File: src/rtl/ioc_sysctl_pkg.sv
package ioc_sysctl_pkg;

  localparam int UNIT_MAX   = 8;
  localparam int GPIO_BYTES = 3;
  localparam int GB_W       = $clog2(GPIO_BYTES);

  localparam logic [7:0] REV_VALUE = 8'h03;

  localparam logic [7:0] ADDR_REV_LO   = 8'h08;
  localparam logic [7:0] ADDR_REV_HI   = 8'h09;
  localparam logic [7:0] ADDR_STATUS   = 8'h50;
  localparam logic [7:0] ADDR_MASK     = 8'h52;
  localparam logic [7:0] ADDR_ROUTE    = 8'h54;
  localparam logic [7:0] ADDR_OUT_DATA = 8'h78;
  localparam logic [7:0] ADDR_OUT_EN   = 8'h7C;
  localparam logic [7:0] ADDR_OUT_DATA_END = ADDR_OUT_DATA + 8'(GPIO_BYTES);
  localparam logic [7:0] ADDR_OUT_EN_END   = ADDR_OUT_EN + 8'(GPIO_BYTES);

  // plain storage bytes: enable word, clock/PLL words, function, mode, config, debug
  localparam int NUM_STORE = 15;
  localparam int ST_W      = $clog2(NUM_STORE);
  localparam logic [7:0] STORE_ADDR [NUM_STORE] = '{
    8'h60, 8'h61,
    8'h98, 8'h99, 8'h9A, 8'h9B, 8'h9C, 8'h9D, 8'h9E, 8'h9F,
    8'hE0, 8'hE4, 8'hE5,
    8'hFC, 8'hFF
  };

  typedef struct packed {
    logic                  status;
    logic                  mask;
    logic                  route;
    logic [GPIO_BYTES-1:0] outData;
    logic [GPIO_BYTES-1:0] outEn;
    logic [NUM_STORE-1:0]  store;
  } wr_strobe_t;

  typedef enum logic [2:0] {
    RD_NONE,
    RD_REV,
    RD_STATUS,
    RD_MASK,
    RD_ROUTE,
    RD_DATA,
    RD_EN,
    RD_STORE
  } rd_sel_t;

  typedef struct packed {
    rd_sel_t         sel;
    logic [ST_W-1:0] idx;
  } rd_req_t;

endpackage

File: src/rtl/ioc_sysctl_ctrl.sv
module ioc_sysctl_ctrl
  import ioc_sysctl_pkg::*;
(
  input  logic [7:0]  busAddr,
  input  logic        busWrEn,
  output wr_strobe_t  wrStb,
  output rd_req_t     rdReq
);

  always_comb begin
    wrStb     = '0;
    rdReq.sel = RD_NONE;
    rdReq.idx = '0;

    if (busAddr == ADDR_REV_LO) begin
      rdReq.sel = RD_REV;
    end else if (busAddr == ADDR_REV_HI) begin
      rdReq.sel = RD_NONE;           // upper revision byte reads zero
    end else if (busAddr == ADDR_STATUS) begin
      rdReq.sel    = RD_STATUS;
      wrStb.status = busWrEn;
    end else if (busAddr == ADDR_MASK) begin
      rdReq.sel  = RD_MASK;
      wrStb.mask = busWrEn;
    end else if (busAddr == ADDR_ROUTE) begin
      rdReq.sel   = RD_ROUTE;
      wrStb.route = busWrEn;
    end else if (busAddr >= ADDR_OUT_DATA && busAddr < ADDR_OUT_DATA_END) begin
      rdReq.sel = RD_DATA;
      rdReq.idx = ST_W'(busAddr - ADDR_OUT_DATA);
      for (int k = 0; k < GPIO_BYTES; k++) begin
        if (busAddr == ADDR_OUT_DATA + 8'(k)) wrStb.outData[k] = busWrEn;
      end
    end else if (busAddr >= ADDR_OUT_EN && busAddr < ADDR_OUT_EN_END) begin
      rdReq.sel = RD_EN;
      rdReq.idx = ST_W'(busAddr - ADDR_OUT_EN);
      for (int k = 0; k < GPIO_BYTES; k++) begin
        if (busAddr == ADDR_OUT_EN + 8'(k)) wrStb.outEn[k] = busWrEn;
      end
    end else begin
      for (int i = 0; i < NUM_STORE; i++) begin
        if (busAddr == STORE_ADDR[i]) begin
          rdReq.sel      = RD_STORE;
          rdReq.idx      = ST_W'(i);
          wrStb.store[i] = busWrEn;
        end
      end
    end
  end

endmodule

File: src/rtl/ioc_sysctl_dp.sv
module ioc_sysctl_dp
  import ioc_sysctl_pkg::*;
#(
  parameter int NUM_UNITS = 8,
  parameter int NUM_GPIO  = 16
) (
  input  logic                 clk,
  input  logic                 rstN,
  input  wr_strobe_t           wrStb,
  input  rd_req_t              rdReq,
  input  logic [7:0]           wrData,
  input  logic [NUM_UNITS-1:0] unitIrq,
  output logic [7:0]           rdData,
  output logic                 hostIrq,
  output logic [NUM_GPIO-1:0]  gpioNotify,
  output logic [NUM_UNITS-1:0] statusVal,
  output logic [NUM_UNITS-1:0] maskVal
);

  localparam int OUT_W = GPIO_BYTES * 8;

  // ---------------- interrupt status / mask ----------------
  logic [NUM_UNITS-1:0] statusQ, statusNext;
  logic [NUM_UNITS-1:0] maskQ;
  logic [NUM_UNITS-1:0] unitPrevQ;
  logic [NUM_UNITS-1:0] unitChg;
  logic [7:0]           routeQ;

  assign unitChg = unitIrq ^ unitPrevQ;

  always_comb begin
    statusNext = wrStb.status ? wrData[NUM_UNITS-1:0] : statusQ;
    statusNext = (statusNext & ~unitChg) | (unitIrq & unitChg);
  end

  always_ff @(posedge clk or negedge rstN) begin
    if (!rstN) begin
      statusQ   <= '0;
      maskQ     <= '0;
      routeQ    <= '0;
      unitPrevQ <= '0;
    end else begin
      statusQ   <= statusNext;
      unitPrevQ <= unitIrq;
      if (wrStb.mask)  maskQ  <= wrData[NUM_UNITS-1:0];
      if (wrStb.route) routeQ <= wrData;
    end
  end

  assign hostIrq   = |(statusQ & maskQ);
  assign statusVal = statusQ;
  assign maskVal   = maskQ;

  // ---------------- general-purpose outputs ----------------
  logic [OUT_W-1:0] outDataQ, outEnQ;
  logic [OUT_W-1:0] dataNext, enNext;
  logic [7:0]       dataByte [GPIO_BYTES];
  logic [7:0]       enByte   [GPIO_BYTES];
  logic [NUM_GPIO-1:0] notifyQ;
  logic             outWr;

  for (genvar k = 0; k < GPIO_BYTES; k++) begin : g_lane
    assign dataNext[8*k +: 8] = wrStb.outData[k] ? wrData : outDataQ[8*k +: 8];
    assign enNext[8*k +: 8]   = wrStb.outEn[k]   ? wrData : outEnQ[8*k +: 8];
    assign dataByte[k]        = outDataQ[8*k +: 8];
    assign enByte[k]          = outEnQ[8*k +: 8];
  end

  assign outWr = (|wrStb.outData) | (|wrStb.outEn);

  always_ff @(posedge clk or negedge rstN) begin
    if (!rstN) begin
      outDataQ <= '0;
      outEnQ   <= '0;
      notifyQ  <= '0;
    end else begin
      outDataQ <= dataNext;
      outEnQ   <= enNext;
      if (outWr) notifyQ <= dataNext[NUM_GPIO-1:0] & enNext[NUM_GPIO-1:0];
    end
  end

  assign gpioNotify = notifyQ;

  // ---------------- plain storage ----------------
  logic [7:0] storeQ [NUM_STORE];

  for (genvar i = 0; i < NUM_STORE; i++) begin : g_store
    always_ff @(posedge clk or negedge rstN) begin
      if (!rstN)               storeQ[i] <= '0;
      else if (wrStb.store[i]) storeQ[i] <= wrData;
    end
  end

  // ---------------- read mux ----------------
  always_comb begin
    rdData = '0;
    case (rdReq.sel)
      RD_REV:    rdData = REV_VALUE;
      RD_STATUS: rdData = 8'(statusQ);
      RD_MASK:   rdData = 8'(maskQ);
      RD_ROUTE:  rdData = routeQ;
      RD_DATA:   rdData = dataByte[rdReq.idx[GB_W-1:0]];
      RD_EN:     rdData = enByte[rdReq.idx[GB_W-1:0]];
      RD_STORE:  rdData = storeQ[rdReq.idx];
      default:   rdData = '0;
    endcase
  end

endmodule

File: src/rtl/ioc_sysctl.sv
module ioc_sysctl
  import ioc_sysctl_pkg::*;
#(
  parameter int NUM_UNITS = UNIT_MAX,
  parameter int NUM_GPIO  = 16
) (
  input  logic                 clk,
  input  logic                 rstN,
  input  logic [7:0]           busAddr,
  input  logic                 busWrEn,
  input  logic [7:0]           busWrData,
  output logic [7:0]           busRdData,
  input  logic [NUM_UNITS-1:0] unitIrq,
  output logic                 hostIrq,
  output logic [NUM_GPIO-1:0]  gpioNotify
);

  wr_strobe_t           wrStb;
  rd_req_t              rdReq;
  logic [NUM_UNITS-1:0] statusVal;
  logic [NUM_UNITS-1:0] maskVal;

  ioc_sysctl_ctrl u_ctrl (
    .busAddr (busAddr),
    .busWrEn (busWrEn),
    .wrStb   (wrStb),
    .rdReq   (rdReq)
  );

  ioc_sysctl_dp #(
    .NUM_UNITS (NUM_UNITS),
    .NUM_GPIO  (NUM_GPIO)
  ) u_dp (
    .clk        (clk),
    .rstN       (rstN),
    .wrStb      (wrStb),
    .rdReq      (rdReq),
    .wrData     (busWrData),
    .unitIrq    (unitIrq),
    .rdData     (busRdData),
    .hostIrq    (hostIrq),
    .gpioNotify (gpioNotify),
    .statusVal  (statusVal),
    .maskVal    (maskVal)
  );

endmodule

File: config.mk
export PLATFORM = sky130hd
export DESIGN_NAME = ioc_sysctl
export DESIGN_NICKNAME = d
export VERILOG_FILES = /design/src/rtl/ioc_sysctl_pkg.sv /design/src/rtl/ioc_sysctl_ctrl.sv /design/src/rtl/ioc_sysctl_dp.sv /design/src/rtl/ioc_sysctl.sv
export SDC_FILE = /design/constraint.sdc
export NUM_CORES = 1
export LEC_CHECK = 0
export ABC_AREA = 0
export CORE_ASPECT_RATIO = 0.6
export CORE_MARGIN = 2
export CORE_UTILIZATION = 30
export DETAILED_ROUTE_END_ITERATION = 8
export PLACE_DENSITY = 0.47
export SETUP_SLACK_MARGIN = 0.5
export SLEW_MARGIN = 20
export SYNTH_ARGS = -nofsm -noshare
export SYNTH_HDL_FRONTEND = slang
export SYNTH_SLANG_ARGS = --single-unit
File: constraint.sdc
create_clock -name clk -period 3.03 [get_ports clk]
set_input_delay 0.4545 -clock clk [delete_from_list [all_inputs] [get_ports clk]]
set_output_delay 0.4545 -clock clk [all_outputs]
set_load 0.02 [all_outputs]
==> run_results.csv, run 1 <==
group,metric,value,unit
sta,rsz0062_at_grt,"true",
clock_network,cts_num_sinks,216,
sta,slew_violations,0,
synthesis,async_flop_share,100,%
drt,first_iter_violations,717,
run_status,failed_checks,"negative setup slack",
synthesis,synth_top_area_cell,"dfrtp_1",
layout,regArea,5410,µm²
grt,grt_pass1_vias,8306,
setup_path,path_delay_family,"buffers and inverters",
place,dp.final_hpwl,25.2,mm
layout,area_growth,38.5,%
layout,multi_input_area,5490,µm²
grt,grt_max_degree,70,
clock_network,clk_path_buf_depth,3,
layout,finalNetCount,1167,
run_status,status,"complete, but fails checks",
clock_network,cts_root_buf,"clkbuf_16",
min_path,hold_path_end,"u_dp.unitPrevQ[4]",
place,dpl_cell_area,13000,µm²
setup_path,reg2regPathDepth,3,
setup_path,cp_max_fo,7,
setup_path,critPathBufInv,10,
floorplanning,core.rowCount,53,
grt,track_usage,19.5,%
clock_network,htreeDepth,1,
floorplanning,die_w,247,µm
sta,tightestPinTransition,654,ps
setup_path,end_kind,"primary output",
sta,max_freq,280,MHz
min_path,whs_path_depth,1,
clock_network,cts.clk_slew.worst_paths,60,ps
power,vdd_ir_drop_max,354,µV
setup_path,r2r_slack,1740,ps
layout,post-route-cell-area,14700,µm²
layout,nFillCells,3369,
setup_path,critPathMostFrequentCell,"buf_4",
synthesis,seq_area_frac_synth,50.7,%
setup_path,cpPeakStageDelay,560,ps
power,power.density,457,nW/µm²
floorplanning,initial_core_util,30.4,%
setup_path,worst_ep_arrival_time,3120,ps
floorplanning,io_pins,52,
layout,drive_gt1_share,50.1,%
floorplanning,die_area,37100,µm²
floorplanning,die_y,150,µm
drt,drc_errors,0,
synthesis,syn-num-nets,945,
synthesis,synth_seq_cells,216,
drt,dr.pass1.iters,7,
place,port_buffers,51,
min_path,hold_class,"in -> reg",
sta,setup_slack,-542,ps
synthesis,synth.distinct_cells,72,
synthesis,synth_edf_count,0,
sta,setup_viol,8,
synthesis,synth.area.top_cells,"dfrtp_1 51%, mux2_2 21%, nand2_1 4.5%",
drt,drtAntennaViolNets,0,
sta,period_share,118,%
clock_network,cts_buffers,22,
min_path,min-delay-start,"unitIrq[4]",
drt,avgViaCountPerCell,5.18,
setup_path,crit_path_cell_trace,"buf_8 > buf_6 > buf_4 > or2_4 > a32oi_2 > buf_4 > o211ai_4 > buf_12 > buf_8 > buf_4 > buf_4 > nand2_2 > buf_6 > o21ai_1 > or4_4 > buf_6",
grt,antenna_found_initial,0,
floorplanning,core_region_area,35000,µm²
sta,relSlewSlack,56.2,%
setup_path,slowest_stage,"or4_4",
synthesis,netlist_area,10700,µm²
place,finalWeightedCongestion,0.902,
sta,fin_skew,12.6,ps
synthesis,avgSynthCellArea,11.7,µm²
setup_path,criticalPathCategory,"in -> out",
setup_path,required,2580,ps
sta,report.final.hold_viol_count,0,
drt,vias,8386,
grt,grt_pass1_wl,53.7,mm
clock_network,insertion_delay,530,ps
clock_network,tritoncts,"done",
sta,finalSetupTns,-3840,ps
synthesis,synth_warnings,0,
synthesis,syn_inst,914,
sta,min_period,3570,ps
synthesis,synth_top_area_share,50.7,%
synthesis,ys.flop_type,"dfrtp_1",
job,max_cap_violations,0,
drt,wl,35.4,mm
setup_path,start_kind,"input port",
power,p_leak,6.51,nW
place,dp_slack,-1690,ps
power,p_total,6.74,mW
layout,num_antenna_cells,0,
drt,wl_per_cell,21.8,µm
grt,overflow,0,
==> worst reg2reg max path, delay by kind of cell (launching register included) <==
family	cells	cell delay [ps]
DFF	1	410
adders and majority gates	1	350
muxes	1	260
buffers and inverters	1	150
==> worst max path at each step <==
stage	startpoint	end	slack, ps	cells past startpoint
finish	busAddr[3]	busRdData[2]	-540	16
global route	busAddr[3]	busRdData[2]	-610	16
CTS	busAddr[3]	busRdData[2]	-640	13
detailed placement	busAddr[3]	busRdData[7]	-1690	14
global placement	busAddr[3]	busRdData[7]	-1640	14
floorplan	busAddr[2]	busRdData[7]	40	11
==> area by class of cell <==
class / count / share of cell area (%)
Clock inverter: 13 / 1.23
Tap cell: 467 / 3.96
Timing Repair Buffer: 255 / 16.5
Multi-Input combinational cell: 627 / 37.3
Inverter: 14 / 0.433
Clock buffer: 27 / 3.93
Sequential cell: 216 / 36.7
==> cell families after synthesis <==
logic type | count (synthesis) | share of synthesized area (%)
buffers and inverters | 72 | 3.39
AOI/OAI and AO/OA | 143 | 9.68
DFF | 216 | 50.7
muxes | 229 | 23.9
and+or+nand+nor | 242 | 11.1
adders and majority gates | 12 | 1.22
==> metal layers <==
layer | global-route usage [%] | part of all wire, %
met4 | 3.62 | 1.8
met3 | 5.15 | 7.3
met2 | 24.1 | 37
met5 | 0 | 0
met1 | 32.5 | 54
==> cells in the final DEF (no fill, tap or decap), types with 8 or more instances in the layout <==
cell / count
nand3_1: 13
dfrtp_1: 216
nand2_1: 119
a22oi_1: 12
nand2_2: 8
buf_4: 154
nor3_1: 8
buf_6: 32
nor2_1: 25
buf_12: 22
clkbuf_16: 22
a21oi_2: 11
mux2_2: 200
o21ai_0: 20
mux2i_1: 20
a21oi_1: 15
maj3_1: 8
o21ai_1: 10
clkdlybuf4s50_1: 34
inv_1: 10
==> flip-flops by register name, indices dropped and copies added (netlist names), named ones only <==
register and count:
u_dp.routeQ 8, u_dp.outDataQ 24, u_dp.unitPrevQ 8, u_dp.storeQ 120
u_dp.outEnQ 24, u_dp.gpioNotify 16, u_dp.maskVal 8
==> report_power, final <==
part           switching (mW)  leakage [nW]  internal [mW]
Clock                    1.24         0.370           1.71
Sequential             0.0758          2.95           3.00
Combinational           0.369          3.19          0.334
==> cells in the mapped netlist, drive strengths merged (3+ instances only) <==
master,number
a222oi,6
and4,3
nor3,14
a211oi,8
clkbuf,27
o32ai,3
or2,5
mux2,201
or3,7
inv,14
dfrtp,216
a21oi,28
o211ai,4
buf,31
o22ai,7
nand2,127
nand2b,4
a22oi,16
a41oi,3
nor2,32
a211o,3
mux2i,28
nand3,15
a31oi,7
nor4,3
a221oi,6
o21ai,38
a2111oi,3
maj3,8
and3,8
ha,4
nand3b,3
nand4,5
==> repair_timing <==
| item | 4_1_cts | 5_1_grt |
|---|---|---|
| setup endpoints to repair | 184 | 77 |
| cloned | 3 | 0 |
| gates resized for setup | 173 | 59 |
| pin swaps | 40 | 34 |
| buffers inserted | 29 | 12 |
| endpoints found under the hold margin | 64 | 0 |
| hold buffers | 1 | 0 |
==> metrics by stage <==
stage | hold slack (ps) | utilization, % | std cells
final | 402 | 42.1 | 1619
after global placement | 458 | 37.0 | 1534
after CTS | 387 | 41.1 | 1607
after detailed placement | 454 | 37.0 | 1534
after global routing | 401 | 42.1 | 1619
after floorplan | 159 | - | 914
Power figures use the tool's default switching activity.
==> run 2: changes to the inputs <==
CORE_UTILIZATION = 55   (was 30)
PLACE_DENSITY = 0.77   (was 0.47)
==> run 2 against run 1 <==
  * The flow still finishes with violations (negative setup slack)
  * First-iteration DRC count rose by 91%
  * Sequential cell count did not move
  * Clock skew barely moved
  * Highest routed layer unchanged
==> run_results.csv, run 2 (synthesis results as in run 1) <==
group,metric,value,unit
drt,avgViaCountPerCell,6.80,
run_status,status,"complete, but fails checks",
floorplanning,initial_core_util,56.1,%
drt,dr.pass1.iters,6,
layout,largest-register,"u_dp.storeQ",
sta,fin_skew,12.4,ps
run_status,failed_checks,"negative setup slack",
grt,met1_usage,50.5,%
drt,wl,41.3,mm
sta,max_freq,263,MHz
sta,setup_slack,-777,ps
grt,overflow,0,
setup_path,start_kind,"input port",
setup_path,criticalPathCategory,"in -> out",
power,power.density,435,nW/µm²
drt,drtAntennaViolNets,0,
floorplanning,core_region_area,19000,µm²
sta,rsz0062_at_grt,"true",
floorplanning,die_area,20500,µm²
floorplanning,die_y,112,µm
place,port_buffers,51,
setup_path,worst_ep_arrival_time,3350,ps
sta,period_share,126,%
layout,area_growth,42.2,%
sta,min_period,3810,ps
sta,setup_viol,8,
clock_network,cts.clk_slew.worst_paths,60,ps
power,vdd_ir_drop_max,658,µV
setup_path,cp_max_fo,5,
floorplanning,core.rowCount,39,
min_path,hold_class,"in -> reg",
grt,grt.busiest_layer,"met2",
clock_network,cts_buffers,20,
drt,wl_per_cell,28.9,µm
sta,tightestPinTransition,733,ps
grt,grt_pass1_wl,55.0,mm
clock_network,clk_path_buf_depth,3,
place,dpl_cell_area,12600,µm²
grt,antenna_found_initial,0,
power,p_total,6.58,mW
clock_network,cts_num_sinks,216,
layout,top_regs,"u_dp.storeQ x120, u_dp.outDataQ x24, u_dp.outEnQ x24",
clock_network,cts_root_buf,"clkbuf_16",
setup_path,end_kind,"primary output",
drt,first_iter_violations,1373,
clock_network,tritoncts,"done",
layout,regArea,5410,µm²
setup_path,required,2580,ps
clock_network,insertion_delay,540,ps
sta,slew_violations,0,
grt,met2_usage,51.3,%
sta,relSlewSlack,51.0,%
grt,grt_max_degree,74,
place,finalWeightedCongestion,0.984,
floorplanning,io_pins,52,
layout,largest_reg_flops,120,
layout,drive_gt1_share,55.6,%
place,dp.final_hpwl,22.0,mm
drt,drc_errors,0,
layout,finalNetCount,1205,
grt,grt_pass1_vias,9347,
layout,multi_input_area,5840,µm²
layout,nFillCells,977,
sta,finalSetupTns,-5230,ps
sta,report.final.hold_viol_count,0,
layout,num_antenna_cells,0,
layout,post-route-cell-area,15100,µm²
grt,track_usage,35.4,%
drt,vias,9739,
job,max_cap_violations,0,
layout,final_common_cell,"dfrtp_1",
layout,final_cell_mix,"216 x dfrtp_1, 186 x mux2_2, 171 x buf_4",
grt,use_met3,11.9,%
clock_network,htreeDepth,1,
power,p_leak,6.86,nW
floorplanning,die_w,184,µm
==> run 2: repair_timing <==
item,in CTS,in global routing
hold buffers,1,0
pin swaps,52,45
setup buffers,49,28
gates cloned,7,4
endpoints found under the hold margin,20,0
gates resized for setup,240,124
endpoints found under the setup margin,193,101
==> run 2: cell type report <==
cell class,instances,share of cell area (%)
tap,246,2.03
timing repair buffer,294,18.7
sequential,216,35.7
multi-input combinational,628,38.6
inverter,14,0.504
clock inverter,5,0.702
clock buffer,29,3.79
==> run 2: routing by layer <==
layer  vias to the layer above  wire length, µm
met5                         -                0
met4                         0             2570
met3                       252             5570
met2                       837            17100
met1                      4815            16100
li1                       3835                -
==> run 2: report_power, final <==
part / internal (mW) / switching (mW)
Sequential: 3.00 / 0.0862
Combinational: 0.371 / 0.432
Clock: 1.51 / 1.19
==> run 2: critical path: stages <==
cell and delay [ps]:
buf_8 110, buf_6 110, ha_4 180, buf_4 150, and3_1 220, o32ai_2 420, a211oi_2 210, o32ai_2 170
buf_4 210, a21oi_2 80, o21bai_1 230, a211oi_2 110, buf_4 140, or4_4 410, buf_6 150
==> run 2: through the flow <==
step	util [%]	std cells	worst slack [ps]	hold slack, ps
finish	79.8	1432	-777	401
global route	79.8	1432	-761	397
CTS	76.0	1400	-491	392
floorplan	-	914	39.4	159
global placement	66.4	1309	-1550	461
detailed placement	66.4	1309	-1550	471
==> run 2: final timing paths <==
path / startpoint / endpoint / slack [ps] / cells past startpoint
max: busAddr[3] / busRdData[2] / -780 / 15
min: unitIrq[5] / u_dp.unitPrevQ[5] / 400 / 1
min reg2reg: u_dp.gpioNotify[5] / u_dp.gpioNotify[5] / 490 / 2
max reg2reg: flop / flop / 1810 / 2
max in group asynchronous: rstN / u_dp.storeQ[109] / 1740 / 3
min in group asynchronous: rstN / u_dp.outEnQ[17] / 510 / 2
==> run 3: changes to the inputs <==
clock period = 3.1 ns   (was 3.03 ns; I/O delays follow)
==> run 3 against run 2 <==
  * The run still ends with negative setup slack left
  * Final cell count fell by 2.6%
  * Critical path type unchanged
  * Sequential cell count is the same
  * Sequential power down 2%
  * Highest routed layer unchanged
  * Critical endpoint unchanged
  * Global-route usage decreased by 1.6 points
==> run_results.csv, run 3 (synthesis results as in run 1) <==
group,metric,value,unit
grt,grt_pass1_vias,9012,
grt,grt.busiest_layer,"met1",
place,port_buffers,51,
setup_path,critPathBufInv,5,
floorplanning,initial_core_util,56.1,%
layout,final_common_cell,"dfrtp_1",
floorplanning,io_pins,52,
clock_network,cts_num_sinks,216,
setup_path,endpoint,"busRdData[2]",
sta,setup_slack,-641,ps
floorplanning,die_w,184,µm
drt,vias,8951,
sta,fin_skew,4.66,ps
setup_path,slowest_stage,"or4_4",
sta,tightestPinTransition,695,ps
layout,final_util,76.1,%
sta,period_share,121,%
drt,drc_errors,0,
sta,rsz0062_at_grt,"true",
layout,num_antenna_cells,0,
clock_network,tritoncts,"done",
layout,finalNetCount,1166,
drt,wl,35.2,mm
sta,max_freq,267,MHz
clock_network,cts.clk_slew.worst_paths,70,ps
grt,met1_usage,51.6,%
min_path,min-delay-start,"unitIrq[5]",
power,p_leak,6.49,nW
clock_network,cts_buffers,20,
layout,largest-register,"u_dp.storeQ",
sta,finalSetupTns,-3860,ps
floorplanning,die_y,112,µm
setup_path,cp_max_fo,7,
floorplanning,core.rowCount,39,
clock_network,insertion_delay,510,ps
layout,drive_gt1_share,49.4,%
sta,setup_viol,8,
drt,avgViaCountPerCell,6.42,
grt,met2_usage,48.1,%
setup_path,crit_path_cell_trace,"buf_8 > buf_6 > ha_4 > and3_4 > nor4bb_4 > or3_4 > o32ai_2 > buf_4 > a21oi_4 > o21bai_1 > a211oi_2 > buf_4 > or4_4 > buf_6",
floorplanning,die_area,20500,µm²
layout,final_cells,1395,
grt,use_met3,8.08,%
clock_network,clk_path_buf_depth,3,
min_path,hold_class,"in -> reg",
setup_path,cpPeakStageDelay,470,ps
grt,track_usage,33.8,%
power,vdd_ir_drop_max,563,µV
layout,largest_reg_flops,120,
floorplanning,core_region_area,19000,µm²
grt,overflow,0,
setup_path,r2r_slack,1880,ps
layout,top_regs,"u_dp.storeQ x120, u_dp.outDataQ x24, u_dp.outEnQ x24",
setup_path,criticalPathCategory,"in -> out",
drt,drtAntennaViolNets,0,
clock_network,cts_root_buf,"clkbuf_16",
layout,area_growth,35.6,%
setup_path,required,2630,ps
setup_path,end_kind,"primary output",
setup_path,reg2regPathDepth,2,
sta,min_period,3740,ps
sta,slew_violations,0,
grt,grt_max_degree,74,
setup_path,path_depth,14,
place,placed_cells,1309,
place,dp.final_hpwl,21.8,mm
power,power.density,435,nW/µm²
setup_path,worst_ep_arrival_time,3280,ps
grt,grt_pass1_wl,52.7,mm
setup_path,critPathLaunch,"busAddr[3]",
drt,first_iter_violations,1128,
setup_path,path_delay_family,"simple AND/OR/NAND/NOR gates",
power,p_total,6.28,mW
sta,report.final.hold_viol_count,0,
run_status,failed_checks,"negative setup slack",
run_status,status,"complete, but fails checks",
drt,dr.pass1.iters,7,
grt,antenna_found_initial,0,
job,max_cap_violations,0,
place,finalWeightedCongestion,0.970,
clock_network,htreeDepth,1,
sta,relSlewSlack,53.6,%
layout,final_cell_mix,"216 x dfrtp_1, 194 x mux2_2, 151 x buf_4",
drt,wl_per_cell,25.3,µm
setup_path,start_kind,"input port",
-- run 3: cell types whose count changed in the layout (fill, tap and decap cells not counted), sizes merged --
cell and change:
o211ai -1, clkdlybuf4s15 +1, clkdlybuf4s50 +1, clkbuf -3
clkinvlp +3, buf -38, inv +1, dlymetal6s2s -1
-- run 3: layer usage --
layer  vias up  routed length, µm
li1       3767                  -
met1      4515              15400
met2       566              14800
met3       103               3980
met4         0               1060
met5         -                  0
-- run 3: area by class of cell --
class | instances | area, µm²
tap | 246 | 308
timing repair buffer | 256 | 2450
sequential | 216 | 5410
multi-input combinational | 627 | 5540
clock buffer | 27 | 557
fill | 1120 | 4540
clock inverter | 9 | 114
inverter | 14 | 66.3
-- run 3: per-stage QoR --
step                worst slack (ps)  area [µm²]  hold WS (ps)
finish                          -641       14400           429
global route                    -693       14400           435
CTS                             -500       14100           415
detailed placement             -1500       12600           471
global placement               -1390       12600           461
floorplan                       88.4       10800           169
-- run 3: what timing repair did --
| action | in CTS | in global routing |
|---|---|---|
| pin swaps | 40 | 22 |
| gates cloned | 5 | 2 |
| buffers inserted | 36 | 6 |
| hold buffers | 1 | 0 |
| resized for setup | 193 | 57 |
| setup endpoints to repair | 190 | 90 |
| endpoints found under the hold margin | 49 | 0 |
-- run 3: how the worst min path moves through the flow --
stage                                 endpoint  slack [ps]  cells past startpoint
floorplan           asynchronous set/reset pin         170                      0
global placement           u_dp.gpioNotify[15]         460                      2
detailed placement         u_dp.gpioNotify[13]         470                      2
CTS                          u_dp.unitPrevQ[4]         420                      1
global route                 u_dp.unitPrevQ[4]         430                      1
finish                       u_dp.unitPrevQ[5]         430                      1
-- run 3: where the power goes --
part | internal (mW) | leakage (nW) | switching (mW)
Clock | 1.44 | 0.320 | 1.10
Combinational | 0.337 | 3.22 | 0.386
Sequential | 2.94 | 2.95 | 0.0793
